===== src/rtl/sdram_mon_pkg.sv =====
package sdram_mon_pkg;

  typedef enum logic [2:0] {
    CMD_NOP   = 3'd0,
    CMD_ACT   = 3'd1,
    CMD_PRE   = 3'd2,
    CMD_PREA  = 3'd3,
    CMD_RD    = 3'd4,
    CMD_WR    = 3'd5,
    CMD_OTHER = 3'd7
  } cmd_e;

  typedef enum logic [2:0] {
    V_NONE    = 3'd0,
    V_RCD     = 3'd1,
    V_IDLE    = 3'd2,
    V_OPEN    = 3'd3,
    V_RC      = 3'd4,
    V_RRD     = 3'd5,
    V_RAS_MIN = 3'd6,
    V_OVERDUE = 3'd7
  } viol_e;

  localparam int NUM_CODES = 8;

endpackage


===== src/rtl/sdram_cmd_decode.sv =====
module sdram_cmd_decode
  import sdram_mon_pkg::*;
#(
  parameter int BANK_W = 2,
  parameter int ADDR_W = 11,
  parameter int AP_BIT = 10
) (
  input  logic              cs_ni,
  input  logic              ras_ni,
  input  logic              cas_ni,
  input  logic              we_ni,
  input  logic [BANK_W-1:0] ba_i,
  input  logic [ADDR_W-1:0] addr_i,
  output cmd_e              cmd_o,
  output logic [BANK_W-1:0] bank_o,
  output logic [ADDR_W-1:0] row_o
);

  logic ap;
  assign ap     = addr_i[AP_BIT];
  assign bank_o = ba_i;
  assign row_o  = addr_i;

  always_comb begin
    cmd_o = CMD_OTHER;
    if (cs_ni) begin
      cmd_o = CMD_NOP;
    end else begin
      unique case ({ras_ni, cas_ni, we_ni})
        3'b111:  cmd_o = CMD_NOP;
        3'b011:  cmd_o = CMD_ACT;
        3'b010:  cmd_o = ap ? CMD_PREA : CMD_PRE;
        3'b101:  cmd_o = ap ? CMD_OTHER : CMD_RD;
        3'b100:  cmd_o = ap ? CMD_OTHER : CMD_WR;
        default: cmd_o = CMD_OTHER;
      endcase
    end
  end

endmodule


===== src/rtl/sdram_bank_timer.sv =====
module sdram_bank_timer #(
  parameter int ROW_W     = 11,
  parameter int CNT_W     = 6,
  parameter int CNT_MAX   = 40,
  parameter int T_RCD     = 3,
  parameter int T_RC      = 9,
  parameter int T_RAS_MIN = 6,
  parameter int T_RAS_MAX = 30
) (
  input  logic             clk_i,
  input  logic             rst_ni,
  input  logic             act_i,
  input  logic             close_i,
  input  logic [ROW_W-1:0] row_i,
  output logic             active_o,
  output logic [ROW_W-1:0] row_o,
  output logic             rcd_ok_o,
  output logic             rc_ok_o,
  output logic             ras_ok_o,
  output logic             overdue_o
);

  localparam logic [CNT_W-1:0] SAT = CNT_W'(CNT_MAX);

  logic [CNT_W-1:0] cnt_q;
  logic             active_q;
  logic [ROW_W-1:0] row_q;

  // cnt_q equals the edge distance from the last activate, saturating
  always_ff @(posedge clk_i or negedge rst_ni) begin
    if (!rst_ni) begin
      cnt_q <= SAT;
    end else if (act_i) begin
      cnt_q <= CNT_W'(1);
    end else if (cnt_q != SAT) begin
      cnt_q <= cnt_q + CNT_W'(1);
    end
  end

  always_ff @(posedge clk_i or negedge rst_ni) begin
    if (!rst_ni) begin
      active_q <= 1'b0;
      row_q    <= '0;
    end else if (act_i) begin
      active_q <= 1'b1;
      row_q    <= row_i;
    end else if (close_i) begin
      active_q <= 1'b0;
    end
  end

  assign active_o  = active_q;
  assign row_o     = row_q;
  assign rcd_ok_o  = cnt_q >= CNT_W'(T_RCD);
  assign rc_ok_o   = cnt_q >= CNT_W'(T_RC);
  assign ras_ok_o  = cnt_q >= CNT_W'(T_RAS_MIN);
  assign overdue_o = active_q && (cnt_q > CNT_W'(T_RAS_MAX));

  a_r2_act_opens_row: assert property (@(posedge clk_i) disable iff (!rst_ni)
    act_i |=> (active_o && row_o == $past(row_i)));

  a_r3_close_idles: assert property (@(posedge clk_i) disable iff (!rst_ni)
    (close_i && !act_i) |=> !active_o);

  a_r13_cnt_nonzero: assert property (@(posedge clk_i) disable iff (!rst_ni)
    cnt_q != '0);

  a_r11_overdue_holds: assert property (@(posedge clk_i) disable iff (!rst_ni)
    (overdue_o && !act_i && !close_i) |=> overdue_o);

endmodule


===== src/rtl/sdram_act_spacing.sv =====
module sdram_act_spacing #(
  parameter int BANK_W  = 2,
  parameter int CNT_W   = 6,
  parameter int CNT_MAX = 40,
  parameter int T_RRD   = 2
) (
  input  logic              clk_i,
  input  logic              rst_ni,
  input  logic              act_i,
  input  logic [BANK_W-1:0] bank_i,
  output logic              rrd_viol_o
);

  localparam logic [CNT_W-1:0] SAT = CNT_W'(CNT_MAX);

  logic [CNT_W-1:0]  cnt_q;
  logic [BANK_W-1:0] last_q;

  always_ff @(posedge clk_i or negedge rst_ni) begin
    if (!rst_ni) begin
      cnt_q  <= SAT;
      last_q <= '0;
    end else if (act_i) begin
      cnt_q  <= CNT_W'(1);
      last_q <= bank_i;
    end else if (cnt_q != SAT) begin
      cnt_q <= cnt_q + CNT_W'(1);
    end
  end

  assign rrd_viol_o = act_i && (bank_i != last_q) && (cnt_q < CNT_W'(T_RRD));

  a_r9_back_to_back: assert property (@(posedge clk_i) disable iff (!rst_ni)
    ($past(rst_ni) && act_i && $past(act_i) && bank_i != $past(bank_i) && T_RRD > 1)
      |-> rrd_viol_o);

  a_r9_same_bank_exempt: assert property (@(posedge clk_i) disable iff (!rst_ni)
    ($past(rst_ni) && act_i && $past(act_i) && bank_i == $past(bank_i)) |-> !rrd_viol_o);

endmodule


===== src/rtl/sdram_bank_timing_mon.sv =====
module sdram_bank_timing_mon
  import sdram_mon_pkg::*;
#(
  parameter int T_RCD     = 3,
  parameter int T_RC      = 9,
  parameter int T_RRD     = 2,
  parameter int T_RAS_MIN = 6,
  parameter int T_RAS_MAX = 30
) (
  input  logic        clk_i,
  input  logic        rst_ni,
  input  logic        cs_ni,
  input  logic        ras_ni,
  input  logic        cas_ni,
  input  logic        we_ni,
  input  logic [1:0]  ba_i,
  input  logic [10:0] addr_i,
  output logic [2:0]  cmd_o,
  output logic [3:0]  bank_active_o,
  output logic [43:0] open_row_o,
  output logic [3:0]  overdue_o,
  output logic        viol_o,
  output logic [2:0]  viol_code_o,
  output logic [7:0]  viol_sticky_o
);

  localparam int BANK_W    = 2;
  localparam int NUM_BANKS = 1 << BANK_W;
  localparam int ROW_W     = 11;
  localparam int AP_BIT    = 10;
  localparam int M1 = (T_RAS_MAX + 1 > T_RC) ? T_RAS_MAX + 1 : T_RC;
  localparam int M2 = (M1 > T_RCD) ? M1 : T_RCD;
  localparam int M3 = (M2 > T_RAS_MIN) ? M2 : T_RAS_MIN;
  localparam int CNT_MAX = (M3 > T_RRD) ? M3 : T_RRD;
  localparam int CNT_W   = $clog2(CNT_MAX + 1);

  cmd_e              dec_cmd;
  logic [BANK_W-1:0] dec_bank;
  logic [ROW_W-1:0]  dec_row;

  sdram_cmd_decode #(
    .BANK_W(BANK_W), .ADDR_W(ROW_W), .AP_BIT(AP_BIT)
  ) u_decode (
    .cs_ni (cs_ni), .ras_ni(ras_ni), .cas_ni(cas_ni), .we_ni(we_ni),
    .ba_i  (ba_i),  .addr_i(addr_i),
    .cmd_o (dec_cmd), .bank_o(dec_bank), .row_o(dec_row)
  );

  logic [NUM_BANKS-1:0] act_hit, close_hit;
  logic [NUM_BANKS-1:0] active_w, rcd_ok_w, rc_ok_w, ras_ok_w, overdue_w;

  for (genvar b = 0; b < NUM_BANKS; b++) begin : g_bank
    assign act_hit[b]   = (dec_cmd == CMD_ACT) && (dec_bank == BANK_W'(b));
    assign close_hit[b] = ((dec_cmd == CMD_PRE) && (dec_bank == BANK_W'(b)))
                          || (dec_cmd == CMD_PREA);

    sdram_bank_timer #(
      .ROW_W(ROW_W), .CNT_W(CNT_W), .CNT_MAX(CNT_MAX),
      .T_RCD(T_RCD), .T_RC(T_RC), .T_RAS_MIN(T_RAS_MIN), .T_RAS_MAX(T_RAS_MAX)
    ) u_timer (
      .clk_i    (clk_i),
      .rst_ni   (rst_ni),
      .act_i    (act_hit[b]),
      .close_i  (close_hit[b]),
      .row_i    (dec_row),
      .active_o (active_w[b]),
      .row_o    (open_row_o[b*ROW_W +: ROW_W]),
      .rcd_ok_o (rcd_ok_w[b]),
      .rc_ok_o  (rc_ok_w[b]),
      .ras_ok_o (ras_ok_w[b]),
      .overdue_o(overdue_w[b])
    );
  end

  logic rrd_viol;

  sdram_act_spacing #(
    .BANK_W(BANK_W), .CNT_W(CNT_W), .CNT_MAX(CNT_MAX), .T_RRD(T_RRD)
  ) u_spacing (
    .clk_i     (clk_i),
    .rst_ni    (rst_ni),
    .act_i     (dec_cmd == CMD_ACT),
    .bank_i    (dec_bank),
    .rrd_viol_o(rrd_viol)
  );

  viol_e code_d;

  always_comb begin
    code_d = V_NONE;
    unique case (dec_cmd)
      CMD_ACT: begin
        if (active_w[dec_bank])     code_d = V_OPEN;
        else if (!rc_ok_w[dec_bank]) code_d = V_RC;
        else if (rrd_viol)           code_d = V_RRD;
      end
      CMD_RD, CMD_WR: begin
        if (!active_w[dec_bank])      code_d = V_IDLE;
        else if (!rcd_ok_w[dec_bank]) code_d = V_RCD;
      end
      CMD_PRE: begin
        if (active_w[dec_bank] && !ras_ok_w[dec_bank]) code_d = V_RAS_MIN;
      end
      CMD_PREA: begin
        if (|(active_w & ~ras_ok_w)) code_d = V_RAS_MIN;
      end
      default: code_d = V_NONE;
    endcase
  end

  cmd_e                 cmd_q;
  viol_e                code_q;
  logic                 viol_q;
  logic [NUM_CODES-1:0] sticky_q;

  always_ff @(posedge clk_i or negedge rst_ni) begin
    if (!rst_ni) begin
      cmd_q    <= CMD_NOP;
      code_q   <= V_NONE;
      viol_q   <= 1'b0;
      sticky_q <= '0;
    end else begin
      cmd_q  <= dec_cmd;
      code_q <= code_d;
      viol_q <= code_d != V_NONE;
      if (code_d != V_NONE) sticky_q[code_d] <= 1'b1;
      if (|overdue_w) sticky_q[V_OVERDUE] <= 1'b1;
    end
  end

  assign cmd_o         = cmd_q;
  assign viol_o        = viol_q;
  assign viol_code_o   = code_q;
  assign viol_sticky_o = sticky_q;
  assign bank_active_o = active_w;
  assign overdue_o     = overdue_w;

  a_r4_prea_closes_all: assert property (@(posedge clk_i) disable iff (!rst_ni)
    (cmd_o == CMD_PREA) |-> (bank_active_o == '0));

  a_r12_sticky_holds: assert property (@(posedge clk_i) disable iff (!rst_ni)
    (viol_sticky_o & $past(viol_sticky_o)) == $past(viol_sticky_o));

  a_r12_sticky_tracks_code: assert property (@(posedge clk_i) disable iff (!rst_ni)
    viol_o |-> viol_sticky_o[viol_code_o]);

  a_r10_ras_on_precharge: assert property (@(posedge clk_i) disable iff (!rst_ni)
    (viol_code_o == V_RAS_MIN) |-> (cmd_o == CMD_PRE || cmd_o == CMD_PREA));

  a_r5_access_codes: assert property (@(posedge clk_i) disable iff (!rst_ni)
    (viol_code_o == V_RCD || viol_code_o == V_IDLE) |-> (cmd_o == CMD_RD || cmd_o == CMD_WR));

  a_r7_act_codes: assert property (@(posedge clk_i) disable iff (!rst_ni)
    (viol_code_o == V_OPEN || viol_code_o == V_RC || viol_code_o == V_RRD)
      |-> (cmd_o == CMD_ACT && bank_active_o != '0));

  a_r12_sticky_bit0: assert property (@(posedge clk_i) disable iff (!rst_ni)
    !viol_sticky_o[0]);

endmodule


===== config.mk =====
export PLATFORM = sky130hd
export DESIGN_NAME = sdram_bank_timing_mon
export DESIGN_NICKNAME = d
export VERILOG_FILES = /design/src/rtl/sdram_mon_pkg.sv /design/src/rtl/sdram_cmd_decode.sv /design/src/rtl/sdram_bank_timer.sv /design/src/rtl/sdram_act_spacing.sv /design/src/rtl/sdram_bank_timing_mon.sv
export SDC_FILE = /design/constraint.sdc
export NUM_CORES = 1
export LEC_CHECK = 0
export ABC_AREA = 1
export BUFFER_PORTS_ARGS = -buffer_cell sky130_fd_sc_hd__buf_2
export CAP_MARGIN = 40
export CORE_ASPECT_RATIO = 1.75
export CORE_MARGIN = 2
export CORE_UTILIZATION = 56
export CTS_CLUSTER_SIZE = 8
export DETAILED_ROUTE_END_ITERATION = 8
export PLACE_DENSITY = 0.8
export SLEW_MARGIN = 25
export SYNTH_ARGS = -nofsm -noshare
export SYNTH_HDL_FRONTEND = slang
export SYNTH_HIERARCHICAL = 1
export SYNTH_SLANG_ARGS = --single-unit

===== constraint.sdc =====
create_clock -name clk_i -period 2.3 [get_ports clk_i]
set_clock_uncertainty 0.15 [all_clocks]
set_input_delay 0.23 -clock clk_i [delete_from_list [all_inputs] [get_ports clk_i]]
set_output_delay 0.23 -clock clk_i [all_outputs]
set_load 0.03 [all_outputs]

==> results.sh, run 1 <==
export IMPL_status="completed"
export IMPL_drive_above_1_share_pct=26.96
export IMPL_n_fill_cell=666
export IMPL_drt_pass1_iterations=4
export IMPL_cell_area_after_technology_mapping_sq_mm=0.004608
export IMPL_setup_viol=0
export IMPL_hold_viol_final=0
export IMPL_postLayoutCoreUtil_pct=67.22
export IMPL_peakVddDrop_mv=0.7297
export IMPL_totalPowerFinal_uw=6542
export IMPL_largest_net_degree_at_the_start_of_global_routing=37
export IMPL_initial_drt_markers=391
export IMPL_grt_first_pass_wirelength_um=18300
export IMPL_clock_tree_from_tritoncts="built"
export IMPL_gp_routability_congestion=0.8974
export IMPL_cts_buffers_inserted=9
export IMPL_final_antenna_net_count=0
export IMPL_final_period_minus_worst_setup_slack_ns=1.953
export IMPL_finalNetCount=696
export IMPL_rows=43
export IMPL_clock_tree_buf_depth=2
export IMPL_die_area_sq_mm=0.008999
export IMPL_standard_cell_core_area_sq_mm=0.007963
export IMPL_ff2ff_setup_slack_ns=0.35
export IMPL_detailed_route_wire_length_um=11220
export IMPL_grtUsageTotal_pct=26.59
export IMPL_cts_sink_count=90
export IMPL_post_synth_inst_count=575
export IMPL_cts_root_buffer_cell="clkbuf_16"
export IMPL_clk_insertion_delay_late_ns=0.34
export IMPL_fin_area_sq_mm=0.005353
export IMPL_critical_path_endpoint_type="register"
export IMPL_cellLeakagePower_uw=0.002966
export IMPL_grt_setup_unrepaired="no"
export IMPL_die_h_um=124
export IMPL_slew_headroom_pct=67.45
export IMPL_worst_ep_arrival_time_ns=2.08
export IMPL_ys_ff_latch=90
export IMPL_crit_fanout=7
export IMPL_via_count=4023
export IMPL_antenna_found_initial=0
export IMPL_tightest_slew_ns=0.4882
export IMPL_synthToLayoutAreaGrowth_pct=16.16
export IMPL_min_path_type="in2reg"
export IMPL_worstSetupStartpointType="register"
export IMPL_cts_clk_slew_worst_paths_ns=0.06
export IMPL_max_cap_viol_count=0
export IMPL_fmax_mhz=512.1
export IMPL_timing_setup_tns_ns=0
export IMPL_detail_route_wl_per_cell_um=14.87
export IMPL_synth_cell_type_count=28
export IMPL_post_drt_via_cell_ratio=5.336
export IMPL_drv_slew=0
export IMPL_ys_seq_area_share_pct=49.55
export IMPL_antenna_cells=0
export IMPL_floorplan_io_pins=86
export IMPL_die_w_um=72.57
export IMPL_yosysWarnings=6
export IMPL_initial_standard_cell_utilization_of_the_core_pct=57.87
export IMPL_place_area_sq_mm=0.005062
export IMPL_p_per_area_mw_per_mm2=1222
export IMPL_detailed_place_hpwl_um=8286
export IMPL_buffer_ports_inserted=85
export IMPL_syn_nets=612
export IMPL_ctsHtreeMaxLevel=3
export IMPL_drcViolationCount=0
export IMPL_required_worst_endpoint_ns=2.43
export IMPL_number_of_global_route_vias_before_repair=3928
export IMPL_fin_crit_sh_pct=84.90
export IMPL_mean_post_synth_cell_area_sq_um=8.014
export IMPL_setup_worst_path_class="reg2reg"
export IMPL_cts_setup_buffers=0
export IMPL_overflow=0
routing by layer:
layer / track usage (%) / up-vias / routed length, um
li1: - / 1958 / -
met1: 30.16 / 1926 / 4331
met2: 47.16 / 127 / 5987
met3: 5.906 / 12 / 635
met4: 11.57 / 0 / 261
met5: 0 / - / 0
Yosys cell counts:
library cell  count  area share, %
dfrtp_1          65             35
or2_1             2           0.27
inv_4             1           0.14
ha_1             18            4.9
nand2_4           3           0.73
nand3_1          45            4.9
clkbuf_1          1          0.081
inv_1            45            3.7
a21oi_1          15            1.6
o22ai_1           4           0.54
buf_6             2           0.49
nor2_1           39            3.2
nand2_2          15            2.0
nand2_1         202             16
nand3_2           1           0.22
dfstp_2          25             14
and3_1            1           0.14
o21ai_0          22            2.4
buf_4            17            2.8
nor3_4            1           0.35
nor2_4            1           0.24
o31ai_1           1           0.16
nor3_1           10            1.1
o21ai_1          12            1.3
buf_2             4           0.43
nor2_2            9            1.2
clkinv_1          1          0.081
inv_2            13            1.1
area by class of cell:
| type | count | area (sq um) | share of cell area [%] |
|---|---|---|---|
| Clock buffer | 10 | 229.0 | 4.278 |
| Tap cell | 90 | 112.6 | 2.104 |
| Timing Repair Buffer | 97 | 535.5 | 10.00 |
| Sequential cell | 90 | 2283 | 42.66 |
| Inverter | 60 | 227.7 | 4.254 |
| Multi-Input combinational cell | 401 | 1923 | 35.93 |
| Clock inverter | 6 | 41.29 | 0.7714 |
kinds of logic (layout without fill, tap and decap cells):
kind of cell	count (synthesis)	count (layout)	share of synthesized area, %
AOI/OAI and AO/OA	54	54	6.028
adders and majority gates	18	18	4.887
buffers and inverters	84	173	8.716
DFF	90	90	49.55
and+or+nand+nor	329	329	30.82
metrics by stage:
| step | worst slack, ns | hold slack (ns) | cells |
|---|---|---|---|
| floorplan | 0.3378 | -0.2156 | 575 |
| global placement | 0.2696 | 0.07045 | 736 |
| detailed placement | 0.2319 | 0.07808 | 736 |
| CTS | 0.3310 | 0.01025 | 754 |
| global route | 0.1568 | 0.01740 | 754 |
| finish | 0.3473 | 0.01703 | 754 |
flip-flops by register name, indices dropped and copies added (netlist names):
| name | count |
|---|---|
| g_bank.u_timer/row_o | 44 |
| g_bank.u_timer/cnt_q | 20 |
| viol_sticky_o | 8 |
| u_spacing/cnt_q | 5 |
| g_bank.u_timer/active_o | 4 |
| cmd_o | 3 |
| viol_code_o | 3 |
| u_spacing/last_q | 2 |
| viol_o | 1 |
final timing paths:
check	cells past startpoint	endpoint	start
worst max-delay path	9	viol_o	g_bank[1].u_timer/cnt_q[0]
worst max register to register	9	viol_o	g_bank[1].u_timer/cnt_q[0]
max in group asynchronous	3	g_bank[0].u_timer/cnt_q[0]	rst_ni
worst min register to register	0	viol_sticky_o[0]	viol_sticky_o[0]
min in group asynchronous	2	viol_sticky_o[7]	rst_ni
worst min-delay path	3	g_bank[0].u_timer/row_o[9]	addr_i[9]
what timing repair did:
item,CTS,global route
setup endpoints to repair,0,0
gates resized for setup,0,0
hold endpoints to repair,20,0
hold buffers,2,0
critical path, stage by stage (launching register included):
cell and delay, ns:
dfstp_2 0.56, inv_2 0.08, ha_1 0.21, o21ai_0 0.18, nand3_1 0.12, o21ai_0 0.20, o21ai_0 0.13, nand2_2 0.11
nor2_1 0.07, nand3_1 0.08
cell usage in the layout, fill, tap and decap left out:
cell type	instances
inv_6	1
or2_1	2
o22ai_1	4
ha_1	18
nor3_1	10
inv_2	13
o21ai_1	12
buf_2	84
dfstp_2	25
nor2_1	39
dfrtp_1	65
inv_1	45
and3_1	1
nand3_1	45
nor2_2	9
clkinv_1	1
nor2_4	1
nand2_1	202
o31ai_1	1
clkbuf_1	1
inv_4	1
a21oi_1	15
nand2_4	3
o21ai_0	22
buf_4	10
dlygate4sd3_1	2
buf_12	1
nor3_4	1
nand3_2	1
nand2_2	15
clkinv_4	2
clkbuf_16	9
clkinv_2	3
where the power goes:
group / total (uW) / internal, uW / leakage, uW / switching [uW]
Combinational: 2490 / 800 / 0.00177 / 1690
Sequential: 2710 / 2250 / 0.00106 / 464
Clock: 1340 / 734 / 0.000137 / 610
No activity file was read; power rests on OpenSTA's default activity.
==> run 2: changes to the inputs <==
--- a/config.mk
+++ b/config.mk
@@ -10,10 +10,10 @@
 export CAP_MARGIN = 40
 export CORE_ASPECT_RATIO = 1.75
 export CORE_MARGIN = 2
-export CORE_UTILIZATION = 56
+export CORE_UTILIZATION = 50
 export CTS_CLUSTER_SIZE = 8
 export DETAILED_ROUTE_END_ITERATION = 8
-export PLACE_DENSITY = 0.8
+export PLACE_DENSITY = 0.76
 export SLEW_MARGIN = 25
 export SYNTH_ARGS = -nofsm -noshare
 export SYNTH_HDL_FRONTEND = slang
==> constraint.sdc (replaced) <==
create_clock -name clk_i -period 1.7 [get_ports clk_i]
set_clock_uncertainty 0.15 [all_clocks]
set_input_delay 0.17 -clock clk_i [delete_from_list [all_inputs] [get_ports clk_i]]
set_output_delay 0.17 -clock clk_i [all_outputs]
set_load 0.03 [all_outputs]
==> run 2 against run 1 <==
The run now ends with negative setup slack left. Non-clock buffer count increased by 87. Critical endpoint unchanged. Utilization rose by 8.3 points. Highest routed layer unchanged. First-iteration DRC count is 18% lower. Worst hold slack gained 0.057 ns. Sequential share of layout area shrank 9.2 points. Clock power grew 57%.
==> results.sh, run 2 (synthesis results as in run 1) <==
export IMPL_drcViolationCount=0
export IMPL_detail_route_wl_per_cell_um=16.04
export IMPL_number_of_global_route_vias_before_repair=4592
export IMPL_rows=46
export IMPL_detailed_place_hpwl_um=8700
export IMPL_drv_slew=0
export IMPL_swShare_pct=41.61
export IMPL_sequential_cell_fraction_of_total_power_pct=32.2
export IMPL_critPathSlowestCell="dfstp_2"
export IMPL_worst_ep_arrival_time_ns=2.05
export IMPL_gp_routability_congestion=0.9368
export IMPL_cpPeakStageDelay_ns=0.56
export IMPL_tightest_slew_ns=0.4153
export IMPL_die_h_um=131
export IMPL_antenna_cells=0
export IMPL_net_switching_power_uw=4790
export IMPL_floorplan_io_pins=86
export IMPL_depth_of_the_most_critical_reg_to_reg_path=10
export IMPL_cts_sink_count=90
export IMPL_grt_first_pass_wirelength_um=21450
export IMPL_peakVddDrop_mv=1.116
export IMPL_antenna_found_initial=0
export IMPL_setup_worst_path_class="reg2reg"
export IMPL_min_path_type="in2reg"
export IMPL_clk_insertion_delay_late_ns=0.34
export IMPL_overflow=0
export IMPL_violations_in_the_final_reports="negative setup slack"
export IMPL_fmax_mhz=504.3
export IMPL_crit_fanout=4
export IMPL_combinational_group_share_of_total_power_pct=49.4
export IMPL_required_worst_endpoint_ns=1.77
export IMPL_initial_drt_markers=321
export IMPL_pre_cts_slack_ns=-0.2882
export IMPL_synthToLayoutAreaGrowth_pct=48.00
export IMPL_clock_power_share_pct=18.4
export IMPL_standard_cell_core_area_sq_mm=0.009036
export IMPL_cp_buffers_inverters=3
export IMPL_fin_crit_sh_pct=116.7
export IMPL_layout_commonest_cell="nand2_1"
export IMPL_detailed_route_wire_length_um=13970
export IMPL_worst_slack_ns=-0.2831
export IMPL_hold_viol_final=0
export IMPL_worstHoldEndpoint="u_spacing/last_q[0]"
export IMPL_ctsHtreeMaxLevel=3
export IMPL_via_count=4622
export IMPL_initial_standard_cell_utilization_of_the_core_pct=51.00
export IMPL_worst_hold_launch="ba_i[0]"
export IMPL_final_antenna_net_count=0
export IMPL_grt_setup_unrepaired="yes"
export IMPL_hold_path_cell_count=3
export IMPL_cts_buffers_inserted=9
export IMPL_grtUsageTotal_pct=27.31
export IMPL_cellInternalPower_uw=6722
export IMPL_finalNetCount=783
export IMPL_cts_root_buffer_cell="clkbuf_16"
export IMPL_critical_path_endpoint_type="register"
export IMPL_clock_tree_from_tritoncts="built"
export IMPL_path_delay_family="simple AND/OR/NAND/NOR gates"
export IMPL_worstReg2RegStart="g_bank[1].u_timer/cnt_q[1]"
export IMPL_timing_setup_tns_ns=-3.515
export IMPL_worstSetupStartpointType="register"
export IMPL_post_drt_via_cell_ratio=5.307
export IMPL_slew_headroom_pct=72.31
export IMPL_largest_net_degree_at_the_start_of_global_routing=41
export IMPL_cts_clk_slew_worst_paths_ns=0.06
export IMPL_ff2ff_setup_slack_ns=-0.28
export IMPL_p_per_area_mw_per_mm2=1688
export IMPL_clock_tree_buf_depth=2
export IMPL_die_area_sq_mm=0.01003
export IMPL_final_cell_mix="nand2_1 (181), buf_2 (80), buf_4 (66)"
export IMPL_rr_endpoint="viol_o"
export IMPL_drive_above_1_share_pct=47.94
export IMPL_status="finished, violations left"
export IMPL_largest_reg_flops=44
export IMPL_cellLeakagePower_uw=0.003532
export IMPL_die_w_um=76.57
export IMPL_setup_viol=22
export IMPL_cell_chain_of_the_critical_path="inv_2 -> buf_4 -> o21ai_0 -> nand3_1 -> nand3_2 -> nor2_2 -> nand2_2 -> inv_2 -> nor2_2 -> nand3_1"
export IMPL_buffer_ports_inserted=85
export IMPL_final_period_minus_worst_setup_slack_ns=1.983
export IMPL_max_cap_viol_count=0
export IMPL_drt_pass1_iterations=5
-- run 2: changes by cell type in the layout (fill, tap and decap cells not counted), moves of 10 or more --
cell     delta
o21ai_0    -16
buf_6      +23
nor2_1     -10
ha_4       +11
inv_1      -13
nand2_2    +11
buf_4      +56
nand2_1    -21
ha_1       -16
nand3_1    -20
o21ai_1    +10
nand3_2    +19
-- run 2: area by class of cell --
cell class,instances,area (sq um)
Clock inverter,4,57.56
Tap cell,120,150.1
Inverter,60,247.7
Clock buffer,12,266.5
Sequential cell,90,2283
Fill cell,600,2216
Timing Repair Buffer,184,1345
Multi-Input combinational cell,401,2470
-- run 2: what timing repair did --
action / CTS / global route
hold buffers: 11 / 0
setup buffers: 21 / 12
setup endpoints to repair: 19 / 38
gates resized for setup: 95 / 74
endpoints found under the hold margin: 99 / 0
pin swaps: 47 / 25
-- run 2: per-layer routing --
metal	track usage, %	share of wire [%]	up-vias
li1	-	-	2149
met2	51.69	54	199
met3	5.220	5.1	49
met4	13.90	4.4	0
met1	28.81	36	2225
met5	0	0	-
-- run 2: power by group through the flow --
stage	sequential, uW	clock (uW)	combinational, uW
after floorplan	4250	0	1770
after global placement	3550	0	3730
after detailed placement	3580	0	3870
after CTS	3610	2140	4820
after global routing	3800	2250	6080
final	3710	2110	5690
-- run 2: worst max path at each step --
| stage | from | endpoint | slack (ns) | depth (start not counted) |
|---|---|---|---|---|
| final | g_bank[1].u_timer/cnt_q[1] | viol_o | -0.28 | 10 |
| after global routing | g_bank[1].u_timer/cnt_q[1] | viol_o | -0.36 | 10 |
| after CTS | g_bank[1].u_timer/cnt_q[0] | overdue_o[1] | -0.19 | 5 |
| after detailed placement | cas_ni | viol_sticky_o[4] | -0.29 | 17 |
| after global placement | cas_ni | viol_sticky_o[4] | -0.21 | 17 |
| after floorplan | we_ni | viol_sticky_o[4] | -0.13 | 18 |
-- run 2: worst register-to-register path: cells and delay by family (launching register included) --
| family | cells | cell delay (ns) |
|---|---|---|
| DFF | 1 | 0.56 |
| and+or+nand+nor | 6 | 0.65 |
| buffers and inverters | 3 | 0.22 |
| AOI/OAI and AO/OA | 1 | 0.28 |
-- run 2: metrics by stage --
step | hold slack [ns] | instances | total power [uW] | util, % | area [sq um]
floorplan | -0.2756 | 575 | 6019 | - | 4664
global placement | -0.02557 | 811 | 7280 | 61.22 | 5532
detailed placement | -0.02789 | 811 | 7452 | 61.22 | 5532
CTS | 0.04174 | 859 | 10570 | 71.34 | 6446
global route | 0.07320 | 871 | 12130 | 75.48 | 6820
finish | 0.07398 | 871 | 11510 | 75.48 | 6820
==> run 3: changes to the inputs <==
==> constraint.sdc (replaced) <==
create_clock -name clk_i -period 1.7 [get_ports clk_i]
set_clock_uncertainty 0.15 [all_clocks]
set_input_delay 0.34 -clock clk_i [delete_from_list [all_inputs] [get_ports clk_i]]
set_output_delay 0.34 -clock clk_i [all_outputs]
set_load 0.03 [all_outputs]
==> run 3 against run 2 <==
The flow still finishes with violations (negative setup slack). Utilization up 0.44 points. Combinational power up 7.7%. Global-route usage down 0.87 points. Via count up 2.4%. Sequential power down 1%. Sequential cell count unchanged. Cell count down 0.46%. Non-clock buffer count down 4. Worst hold slack better by 0.042 ns. Largest power group unchanged.
==> results.sh, run 3 (synthesis results as in run 1) <==
export IMPL_status="finished, violations left"
export IMPL_violations_in_the_final_reports="negative setup slack"
export IMPL_timing_hold_ws_ns=0.1158
export IMPL_initial_drt_markers=444
export IMPL_worstSetupStartpointType="register"
export IMPL_largest_reg_flops=44
export IMPL_antenna_found_initial=0
export IMPL_setup_worst_path_class="reg2reg"
export IMPL_peakVddDrop_mv=1.213
export IMPL_layout_commonest_cell="nand2_1"
export IMPL_final_antenna_net_count=0
export IMPL_slew_headroom_pct=76.56
export IMPL_final_period_minus_worst_setup_slack_ns=2.039
export IMPL_final_cell_mix="nand2_1 (186), buf_2 (80), buf_4 (67)"
export IMPL_clock_tree_from_tritoncts="built"
export IMPL_fmax_mhz=490.5
export IMPL_n_fill_cell=605
export IMPL_synthToLayoutAreaGrowth_pct=48.87
export IMPL_cts_clk_slew_worst_paths_ns=0.07
export IMPL_grt_first_pass_wirelength_um=20760
export IMPL_clock_tree_buf_depth=2
export IMPL_cts_buffers_inserted=9
export IMPL_finalNetCount=779
export IMPL_hold_path_cell_count=3
export IMPL_initial_standard_cell_utilization_of_the_core_pct=51.00
export IMPL_cts_root_buffer_cell="clkbuf_16"
export IMPL_drv_slew=0
export IMPL_tightest_slew_ns=0.3516
export IMPL_antenna_cells=0
export IMPL_cts_sink_count=90
export IMPL_overflow=0
export IMPL_detailed_place_hpwl_um=8627
export IMPL_ff2ff_setup_slack_ns=-0.34
export IMPL_min_path_type="in2reg"
export IMPL_hold_viol_final=0
export IMPL_setup_viol=27
export IMPL_ctsHtreeMaxLevel=3
export IMPL_grt_setup_unrepaired="yes"
export IMPL_post_drt_via_cell_ratio=5.460
export IMPL_cellLeakagePower_uw=0.003542
export IMPL_dp_cells=808
export IMPL_crit_fanout=3
export IMPL_critical_path_endpoint_type="register"
export IMPL_drcViolationCount=0
export IMPL_number_of_global_route_vias_before_repair=4430
export IMPL_drive_above_1_share_pct=49.00
export IMPL_postLayoutCoreUtil_pct=75.92
export IMPL_fin_crit_sh_pct=119.9
export IMPL_largest_net_degree_at_the_start_of_global_routing=36
export IMPL_clk_insertion_delay_late_ns=0.35
export IMPL_worst_ep_arrival_time_ns=2.18
export IMPL_max_cap_viol_count=0
export IMPL_standard_cell_core_area_sq_mm=0.009036
export IMPL_rows=46
export IMPL_detailed_route_wire_length_um=14550
export IMPL_die_h_um=131
export IMPL_post_layout_cell_count=867
export IMPL_detail_route_wl_per_cell_um=16.79
export IMPL_required_worst_endpoint_ns=1.84
export IMPL_floorplan_io_pins=86
export IMPL_buffer_ports_inserted=85
export IMPL_grtUsageTotal_pct=26.44
export IMPL_drt_pass1_iterations=6
export IMPL_depth_of_the_most_critical_reg_to_reg_path=11
export IMPL_via_count=4734
export IMPL_die_area_sq_mm=0.01003
export IMPL_p_per_area_mw_per_mm2=1726
export IMPL_die_w_um=76.57
export IMPL_gp_routability_congestion=0.9569
export IMPL_worst_slack_ns=-0.3387
## run 3: cell types whose count changed in the layout (fill, tap and decap cells not counted), moves of 4 or more
cell           change
dlygate4sd3_1     -10
buf_12             +5
nand2_1            +5
nor2_4             +5
ha_2               -4
nor2_1             -4
## run 3: critical path, stage by stage (launching register included)
cell and delay [ns]:
dfstp_2 0.54, inv_2 0.05, ha_1 0.21, o21ai_2 0.20, nand3_2 0.11, nand3_1 0.10
nand2_1 0.09, nor2_1 0.16, nand3_1 0.12, nand2_2 0.12, nor2_4 0.05, nand3_1 0.07
## run 3: final cells by class
type	instances	area, sq um	share of cell area, %
clock buffers	9	225.2	3.283
clock inverters	7	76.32	1.113
inverters	60	266.5	3.885
multi-input cells	401	2506	36.53
flip-flops and latches	90	2283	33.28
well taps	120	150.1	2.189
repair buffers	180	1353	19.72
## run 3: path summary, 6_finish.rpt
kind | end | start
worst min register to register | viol_sticky_o[0] | viol_sticky_o[0]
worst min-delay path | g_bank[2].u_timer/row_o[8] | addr_i[8]
min in group asynchronous | g_bank[1].u_timer/row_o[10] | rst_ni
worst max register to register | viol_o | g_bank[1].u_timer/cnt_q[0]
max in group asynchronous | g_bank[0].u_timer/cnt_q[1] | rst_ni
worst max-delay path | viol_o | g_bank[1].u_timer/cnt_q[0]
## run 3: where the power goes
group / internal, uW / leakage (uW) / switching [uW]
clock: 1150 / 0.000142 / 888
sequential: 3040 / 0.00106 / 633
combinational: 2580 / 0.00234 / 3560
total: 6760 / 0.00354 / 5080
## run 3: repair_timing
action	in CTS	in global routing
setup endpoints to repair	18	48
hold buffers	1	0
gates resized for setup	77	108
buffers inserted	22	21
hold endpoints to repair	15	0
pin swaps	38	47
## run 3: per-stage QoR
| stage | area [sq um] | setup TNS, ns | setup WS, ns | power [uW] |
|---|---|---|---|---|
| 6_report | 6860 | -4.295 | -0.3387 | 11840 |
| 5_1_grt | 6860 | -6.043 | -0.3741 | 12440 |
| 4_1_cts | 6294 | -2.340 | -0.2449 | 10300 |
| 3_5_place_dp | 5559 | -19.46 | -0.4311 | 7443 |
| 3_3_place_gp | 5559 | -16.97 | -0.3723 | 7255 |
| 2_1_floorplan | 4664 | -9.305 | -0.3034 | 6019 |
## run 3: routing by layer
metal | part of all wire, % | routed length, um | global-route usage (%)
met1 | 35 | 5158 | 28.14
met3 | 5.8 | 837 | 5.701
met5 | 0 | 0 | 0
met2 | 53 | 7733 | 49.92
met4 | 5.7 | 824 | 12.09
